### src/rtl/pzc_pkg.sv
package pzc_pkg;
   typedef enum logic {
      CNT_POP = 1'b0,
      CNT_LZC = 1'b1
   } cnt_op_e;

   localparam int POP_STAGES = 4;
   localparam int LZC_STAGES = 3;
endpackage

### src/rtl/pzc_pop_pipe.sv
module pzc_pop_pipe #(
   parameter int DATA_W = 64,
   parameter int LEAF_W = 8,
   parameter int CNT_W  = $clog2(DATA_W) + 1
) (
   input  logic              clk,
   input  logic              rst_n,
   input  logic              in_fire,
   input  logic [DATA_W-1:0] in_data,
   output logic              out_valid,
   output logic [CNT_W-1:0]  out_count
);
   localparam int NLEAF   = DATA_W / LEAF_W;
   localparam int NPAIR   = NLEAF / 2;
   localparam int LEAF_CW = $clog2(LEAF_W) + 1;
   localparam int PAIR_CW = LEAF_CW + 1;

   logic [NLEAF-1:0][LEAF_CW-1:0] leaf_d, leaf_q;
   logic [NPAIR-1:0][PAIR_CW-1:0] pair_d, pair_q;
   logic [CNT_W-1:0]              sum_d, sum_q, res_q;
   logic [3:0]                    v_q;

   // stage 1: leaf counts
   always_comb begin
      for (int i = 0; i < NLEAF; i++) begin
         leaf_d[i] = '0;
         for (int b = 0; b < LEAF_W; b++)
            leaf_d[i] = leaf_d[i] + LEAF_CW'(in_data[i*LEAF_W+b]);
      end
   end

   // stage 2: pair sums
   always_comb begin
      for (int j = 0; j < NPAIR; j++)
         pair_d[j] = PAIR_CW'(leaf_q[2*j]) + PAIR_CW'(leaf_q[2*j+1]);
   end

   // stage 3: final sum
   always_comb begin
      sum_d = '0;
      for (int j = 0; j < NPAIR; j++)
         sum_d = sum_d + CNT_W'(pair_q[j]);
   end

   always_ff @(posedge clk) begin
      leaf_q <= leaf_d;
      pair_q <= pair_d;
      sum_q  <= sum_d;
      res_q  <= sum_q;
      if (!rst_n) v_q <= '0;
      else        v_q <= {v_q[2:0], in_fire};
   end

   assign out_valid = v_q[3];
   assign out_count = res_q;
endmodule

### src/rtl/pzc_lzc_pipe.sv
module pzc_lzc_pipe #(
   parameter int DATA_W = 64,
   parameter int SEG_W  = 8,
   parameter int CNT_W  = $clog2(DATA_W) + 1
) (
   input  logic              clk,
   input  logic              rst_n,
   input  logic              in_fire,
   input  logic [DATA_W-1:0] in_data,
   output logic              out_valid,
   output logic [CNT_W-1:0]  out_count
);
   localparam int NSEG = DATA_W / SEG_W;
   localparam int LZ_W = $clog2(SEG_W);

   function automatic logic [LZ_W-1:0] seg_lz(input logic [SEG_W-1:0] s);
      logic [LZ_W-1:0] n;
      n = '0;
      for (int b = 0; b < SEG_W; b++)
         if (s[b]) n = LZ_W'(SEG_W - 1 - b);
      return n;
   endfunction

   logic [NSEG-1:0]            nz_d, nz_q;
   logic [NSEG-1:0][LZ_W-1:0]  lz_d, lz_q;
   logic [CNT_W-1:0]           pick_d, pick_q, res_q;
   logic [2:0]                 v_q;

   // stage 1: per-segment flag and local count
   for (genvar g = 0; g < NSEG; g++) begin : g_seg
      assign nz_d[g] = |in_data[g*SEG_W +: SEG_W];
      assign lz_d[g] = seg_lz(in_data[g*SEG_W +: SEG_W]);
   end

   // stage 2: highest non-empty segment wins
   always_comb begin
      pick_d = CNT_W'(DATA_W);
      for (int k = 0; k < NSEG; k++)
         if (nz_q[k]) pick_d = CNT_W'((NSEG - 1 - k) * SEG_W) + CNT_W'(lz_q[k]);
   end

   always_ff @(posedge clk) begin
      nz_q   <= nz_d;
      lz_q   <= lz_d;
      pick_q <= pick_d;
      res_q  <= pick_q;
      if (!rst_n) v_q <= '0;
      else        v_q <= {v_q[1:0], in_fire};
   end

   assign out_valid = v_q[2];
   assign out_count = res_q;
endmodule

### src/rtl/pzc_unit.sv
module pzc_unit #(
   parameter int DATA_W = 64,
   parameter int LEAF_W = 8,
   parameter int SEG_W  = 8,
   parameter int CNT_W  = $clog2(DATA_W) + 1
) (
   input  logic              clk,
   input  logic              rst_n,
   input  logic              in_valid,
   input  logic              in_op,
   input  logic [DATA_W-1:0] in_data,
   output logic              in_ready,
   output logic              out_valid,
   output logic              out_op,
   output logic [CNT_W-1:0]  out_count
);
   import pzc_pkg::*;

   localparam int GAP = POP_STAGES - LZC_STAGES;

   if (DATA_W % (2 * LEAF_W) != 0) begin : g_bad_leaf
      $error("DATA_W must be a multiple of twice LEAF_W");
   end
   if (DATA_W % SEG_W != 0) begin : g_bad_seg
      $error("DATA_W must be a multiple of SEG_W");
   end
   if (CNT_W < $clog2(DATA_W) + 1) begin : g_bad_cnt
      $error("CNT_W too narrow to hold DATA_W");
   end
   if (GAP < 1) begin : g_bad_gap
      $error("ones-count pipeline must be deeper than leading-zero pipeline");
   end

   logic             fire, pop_fire, lzc_fire;
   logic             pop_out_valid, lzc_out_valid;
   logic [CNT_W-1:0] pop_count, lzc_count;
   logic             pop_hold;

   assign fire     = in_valid && in_ready;
   assign pop_fire = fire && (in_op == CNT_POP);
   assign lzc_fire = fire && (in_op == CNT_LZC);

   // remember ones-count accepts GAP cycles back
   if (GAP == 1) begin : g_gap1
      logic recent_q;
      always_ff @(posedge clk) begin
         if (!rst_n) recent_q <= 1'b0;
         else        recent_q <= pop_fire;
      end
      assign pop_hold = recent_q;
   end else begin : g_gapn
      logic [GAP-1:0] recent_q;
      always_ff @(posedge clk) begin
         if (!rst_n) recent_q <= '0;
         else        recent_q <= {recent_q[GAP-2:0], pop_fire};
      end
      assign pop_hold = recent_q[GAP-1];
   end

   assign in_ready = !(pop_hold && (in_op == CNT_LZC));

   pzc_pop_pipe #(.DATA_W(DATA_W), .LEAF_W(LEAF_W), .CNT_W(CNT_W)) u_pop (
      .clk       (clk),
      .rst_n     (rst_n),
      .in_fire   (pop_fire),
      .in_data   (in_data),
      .out_valid (pop_out_valid),
      .out_count (pop_count)
   );

   pzc_lzc_pipe #(.DATA_W(DATA_W), .SEG_W(SEG_W), .CNT_W(CNT_W)) u_lzc (
      .clk       (clk),
      .rst_n     (rst_n),
      .in_fire   (lzc_fire),
      .in_data   (in_data),
      .out_valid (lzc_out_valid),
      .out_count (lzc_count)
   );

   assign out_valid = pop_out_valid | lzc_out_valid;
   assign out_op    = lzc_out_valid ? CNT_LZC : CNT_POP;
   assign out_count = lzc_out_valid ? lzc_count : (pop_out_valid ? pop_count : '0);
endmodule

### config.mk
export PLATFORM = sky130hd
export DESIGN_NAME = pzc_unit
export DESIGN_NICKNAME = d
export VERILOG_FILES = /design/src/rtl/pzc_pkg.sv /design/src/rtl/pzc_pop_pipe.sv /design/src/rtl/pzc_lzc_pipe.sv /design/src/rtl/pzc_unit.sv
export SDC_FILE = /design/constraint.sdc
export NUM_CORES = 1
export LEC_CHECK = 0
export BUFFER_PORTS_ARGS = -buffer_cell sky130_fd_sc_hd__buf_2
export CELL_PAD_IN_SITES_DETAIL_PLACEMENT = 1
export CELL_PAD_IN_SITES_GLOBAL_PLACEMENT = 1
export CORE_MARGIN = 2
export CORE_UTILIZATION = 49
export CTS_CLUSTER_DIAMETER = 50
export DETAILED_ROUTE_END_ITERATION = 10
export GPL_TIMING_DRIVEN = 0
export PLACE_DENSITY = 0.94
export SKIP_CTS_REPAIR_TIMING = 1
export SLEW_MARGIN = 20
export SYNTH_ARGS = -nofsm -noshare
export SYNTH_HDL_FRONTEND = slang
export SYNTH_SLANG_ARGS = --single-unit
export TNS_END_PERCENT = 30
### constraint.sdc
create_clock -name clk -period 6.8 [get_ports clk]
set_input_delay 1.02 -clock clk [delete_from_list [all_inputs] [get_ports clk]]
set_output_delay 1.02 -clock clk [all_outputs]
set_load 0.01 [all_outputs]
==> flow_metrics.env <==
export IMPL_grt_util_all_layers=0.284
export IMPL_layout_nets=896
export IMPL_timing_rr_start="u_pop.pair_q[1]"
export IMPL_crit_type="in -> reg"
export IMPL_synth_area_leaders="dfxtp_1 (39%), ha_1 (15%), fa_1 (14%), inv_1 (8.7%), a21oi_1 (2.5%)"
export IMPL_finalSetupViolCount=0
export IMPL_drt_iter0_drc=246
export IMPL_portBuffers=77
export IMPL_r2r_cells=11
export IMPL_timing_final_crit_share=0.483
export IMPL_avgSynthCellArea_sq_um=9.91
export IMPL_run_status="complete, no violations"
export IMPL_synthArstFlopShare=0
export IMPL_dr_total_vias=4591
export IMPL_min_path_cells=0
export IMPL_intPower_w=0.00206
export IMPL_grt_first_pass_wirelength_mm=28.1
export IMPL_cp_common_cell="fa_1"
export IMPL_finalPower_w=0.00329
export IMPL_wirelength_mm=17.7
export IMPL_rsz0062_at_grt="false"
export IMPL_dp_hpwl_mm=12.0
export IMPL_clock_path_buffers=2
export IMPL_synth_cell_type_count=36
export IMPL_power_frac_seq=0.298
export IMPL_core_rowCount=40
export IMPL_yosys_area_top_type="dfxtp_1"
export IMPL_timing_rr_end="u_pop.sum_q[6]"
export IMPL_syn_nets=800
export IMPL_core_area_sq_um=12100
export IMPL_clock_sinks=119
export IMPL_ys_seq_elements=119
export IMPL_pwr_share_clk=0.292
export IMPL_crit_path_start="in_data[1]"
export IMPL_tns_ns=0
export IMPL_synthCells=615
export IMPL_slew_headroom=0.668
export IMPL_power_switching_w=0.00123
export IMPL_hp_class="reg -> reg"
export IMPL_power_density_nw_per_um2=450
export IMPL_yosysMostFrequentCell="inv_1"
export IMPL_cp_endpoint="u_pop.leaf_q[2]"
export IMPL_gp_congestion=0.841
export IMPL_clk_pin_slew_worst_paths_ns=0.06
export IMPL_root_buffer="clkbuf_16"
export IMPL_wl_per_cell_um=19.9
export IMPL_htreeDepth=4
export IMPL_start_util=0.505
export IMPL_die_x_um=116
export IMPL_num_antenna_cells=0
export IMPL_grt_pass1_vias=5347
export IMPL_synth_top_area_frac=0.391
export IMPL_clock_latency_ns=0.42
export IMPL_globalRouteOverflowTotal=0
export IMPL_crit_chain="buf_2, inv_1, ha_1, inv_1, fa_1, fa_1, inv_1, fa_1, fa_1, xor2_1"
export IMPL_areaGrowthSynthToFinish_pct=20.1
export IMPL_sw_frac_of_total=0.373
export IMPL_r2r_slack_ns=3.68
export IMPL_ios=78
export IMPL_drv_cap=0
export IMPL_placed_area_sq_um=6690
export IMPL_worstPathArrival_ns=3.59
export IMPL_hold_viol_final=0
export IMPL_finalWorstPathRequiredPeriod_ns=3.29
export IMPL_p_leak_nw=3.75
export IMPL_drive_above_1_share=0.162
export IMPL_worstPathRequired_ns=7.11
export IMPL_syn_area_sq_um=6090
export IMPL_yosys_most_used_dff="dfxtp_1"
export IMPL_cts_buffers=17
export IMPL_worst_pin_slew_ns=0.493
export IMPL_cpPeakStageDelay_ns=0.51
export IMPL_cts_tree="yes"
export IMPL_antenna_found_initial=0
export IMPL_layoutNonFillerInstCount=891
export IMPL_setup_worst_path_start_class="input port"
export IMPL_ant_nets=0
export IMPL_fmax_ghz=0.304
export IMPL_endpoint_kind="register"
export IMPL_worst_clock_skew_ns=0.00604
export IMPL_power_frac_comb=0.411
export IMPL_die_area_sq_um=13300
export IMPL_drc=0
export IMPL_slowest_stage="fa_1"
export IMPL_fin_area_sq_um=7320
export IMPL_synth_edf_count=0
export IMPL_die_y_um=116
export IMPL_slew_violations=0
export IMPL_grt_max_degree=17
export IMPL_cp_max_fo=3
export IMPL_ys_warnings_count=0
export IMPL_drtPass1Iterations=4
export IMPL_peakVddDrop_uv=249
export IMPL_yosysSeqAreaShare=0.391
export IMPL_synthTopCellsByCount="inv_1 (141), dfxtp_1 (119), ha_1 (74)"
export IMPL_place_inst=860
export IMPL_vias_per_cell=5.15
## cell usage in the layout, fill, tap and decap left out, types with 5 or more instances in the layout
cell | Yosys | routed
a21boi_0 | 6 | 6
a21o_1 | 8 | 8
a21oi_1 | 31 | 31
a22o_1 | 6 | 6
and2_1 | 5 | 5
buf_2 | 2 | 79
clkbuf_16 | 0 | 17
clkinv_4 | 0 | 5
dfxtp_1 | 119 | 119
fa_1 | 43 | 43
ha_1 | 74 | 74
inv_1 | 141 | 141
nand2_1 | 15 | 15
nand2b_1 | 6 | 6
nand3_1 | 11 | 11
nor2_1 | 32 | 32
nor2b_1 | 15 | 15
nor3_1 | 24 | 24
nor4_1 | 9 | 9
o21ai_0 | 14 | 14
o21bai_1 | 6 | 6
xnor2_1 | 16 | 16
xor2_1 | 5 | 5
## flip-flops by register name (all words and copies together), names as in the netlist
signal	flops
u_lzc.out_count	7
u_pop.v_q	4
u_pop.out_count	7
u_pop.pair_q	20
u_lzc.pick_q	7
u_lzc.lz_q	24
u_lzc.nz_q	8
u_lzc.v_q	3
u_pop.sum_q	7
u_pop.leaf_q	32
## metrics by stage
| step | hold WS, ns | utilization | setup WS [ns] |
|---|---|---|---|
| detailed placement | 0.314 | 0.555 | 3.14 |
| global route | 0.332 | 0.607 | 3.43 |
| finish | 0.326 | 0.607 | 3.51 |
| floorplan | 0.310 | - | 3.43 |
| global placement | 0.310 | 0.555 | 3.26 |
| CTS | 0.327 | 0.607 | 3.51 |
## routing by layer
| metal | routed length [um] | share of wire | track usage | vias to the layer above |
|---|---|---|---|---|
| li1 | - | - | - | 2127 |
| met1 | 6670 | 0.38 | 0.299 | 2273 |
| met2 | 9830 | 0.55 | 0.541 | 138 |
| met3 | 603 | 0.034 | 0.0612 | 53 |
| met4 | 639 | 0.036 | 0.120 | 0 |
| met5 | 0 | 0 | 0 | - |
## worst max-delay path: cells and delay by family
kind / cells / cell delay, ns
adders and majority gates: 5 / 2.01
buffers and inverters: 4 / 0.38
xor gates and xnor gates: 1 / 0.17
## how the worst min path moves through the flow
| stage | start | to | slack, ns |
|---|---|---|---|
| after floorplan | u_lzc.pick_q[0] | u_lzc.out_count[0] | 0.31 |
| after global placement | u_pop.sum_q[2] | u_pop.out_count[2] | 0.31 |
| after detailed placement | u_pop.sum_q[5] | u_pop.out_count[5] | 0.31 |
| after CTS | u_lzc.pick_q[4] | u_lzc.out_count[4] | 0.33 |
| after global routing | u_lzc.pick_q[4] | u_lzc.out_count[4] | 0.33 |
| final | u_lzc.pick_q[4] | u_lzc.out_count[4] | 0.33 |
## logic make-up (layout without fill, tap and decap cells)
kind of cell	after synthesis	count (layout)	synth area share
adder cells (fa/ha/maj)	117	117	0.293
AND/OR/NAND/NOR	125	125	0.106
buffers and inverters	145	253	0.0899
flip-flops	119	119	0.391
XOR/XNOR	21	21	0.0302
AO/OA/AOI/OAI	88	88	0.0897
## area by class of cell
class,instances,area [sq um]
sequential,119,2380
inverter,141,529
timing repair buffer,77,385
clock inverter,14,203
tap,168,210
clock buffer,17,425
multi-input combinational,351,3160
buffer,4,18.8
fill,1354,4740
## power by group through the flow
stage / clock network [W] / logic, W / registers [W]
floorplan: 0 / 0.000853 / 0.000949
global route: 0.00100 / 0.00148 / 0.000989
finish: 0.000960 / 0.00135 / 0.000979
CTS: 0.000968 / 0.00134 / 0.000978
detailed placement: 0 / 0.00119 / 0.000984
global placement: 0 / 0.00103 / 0.000969
No activity file was read; power rests on OpenSTA's default activity.
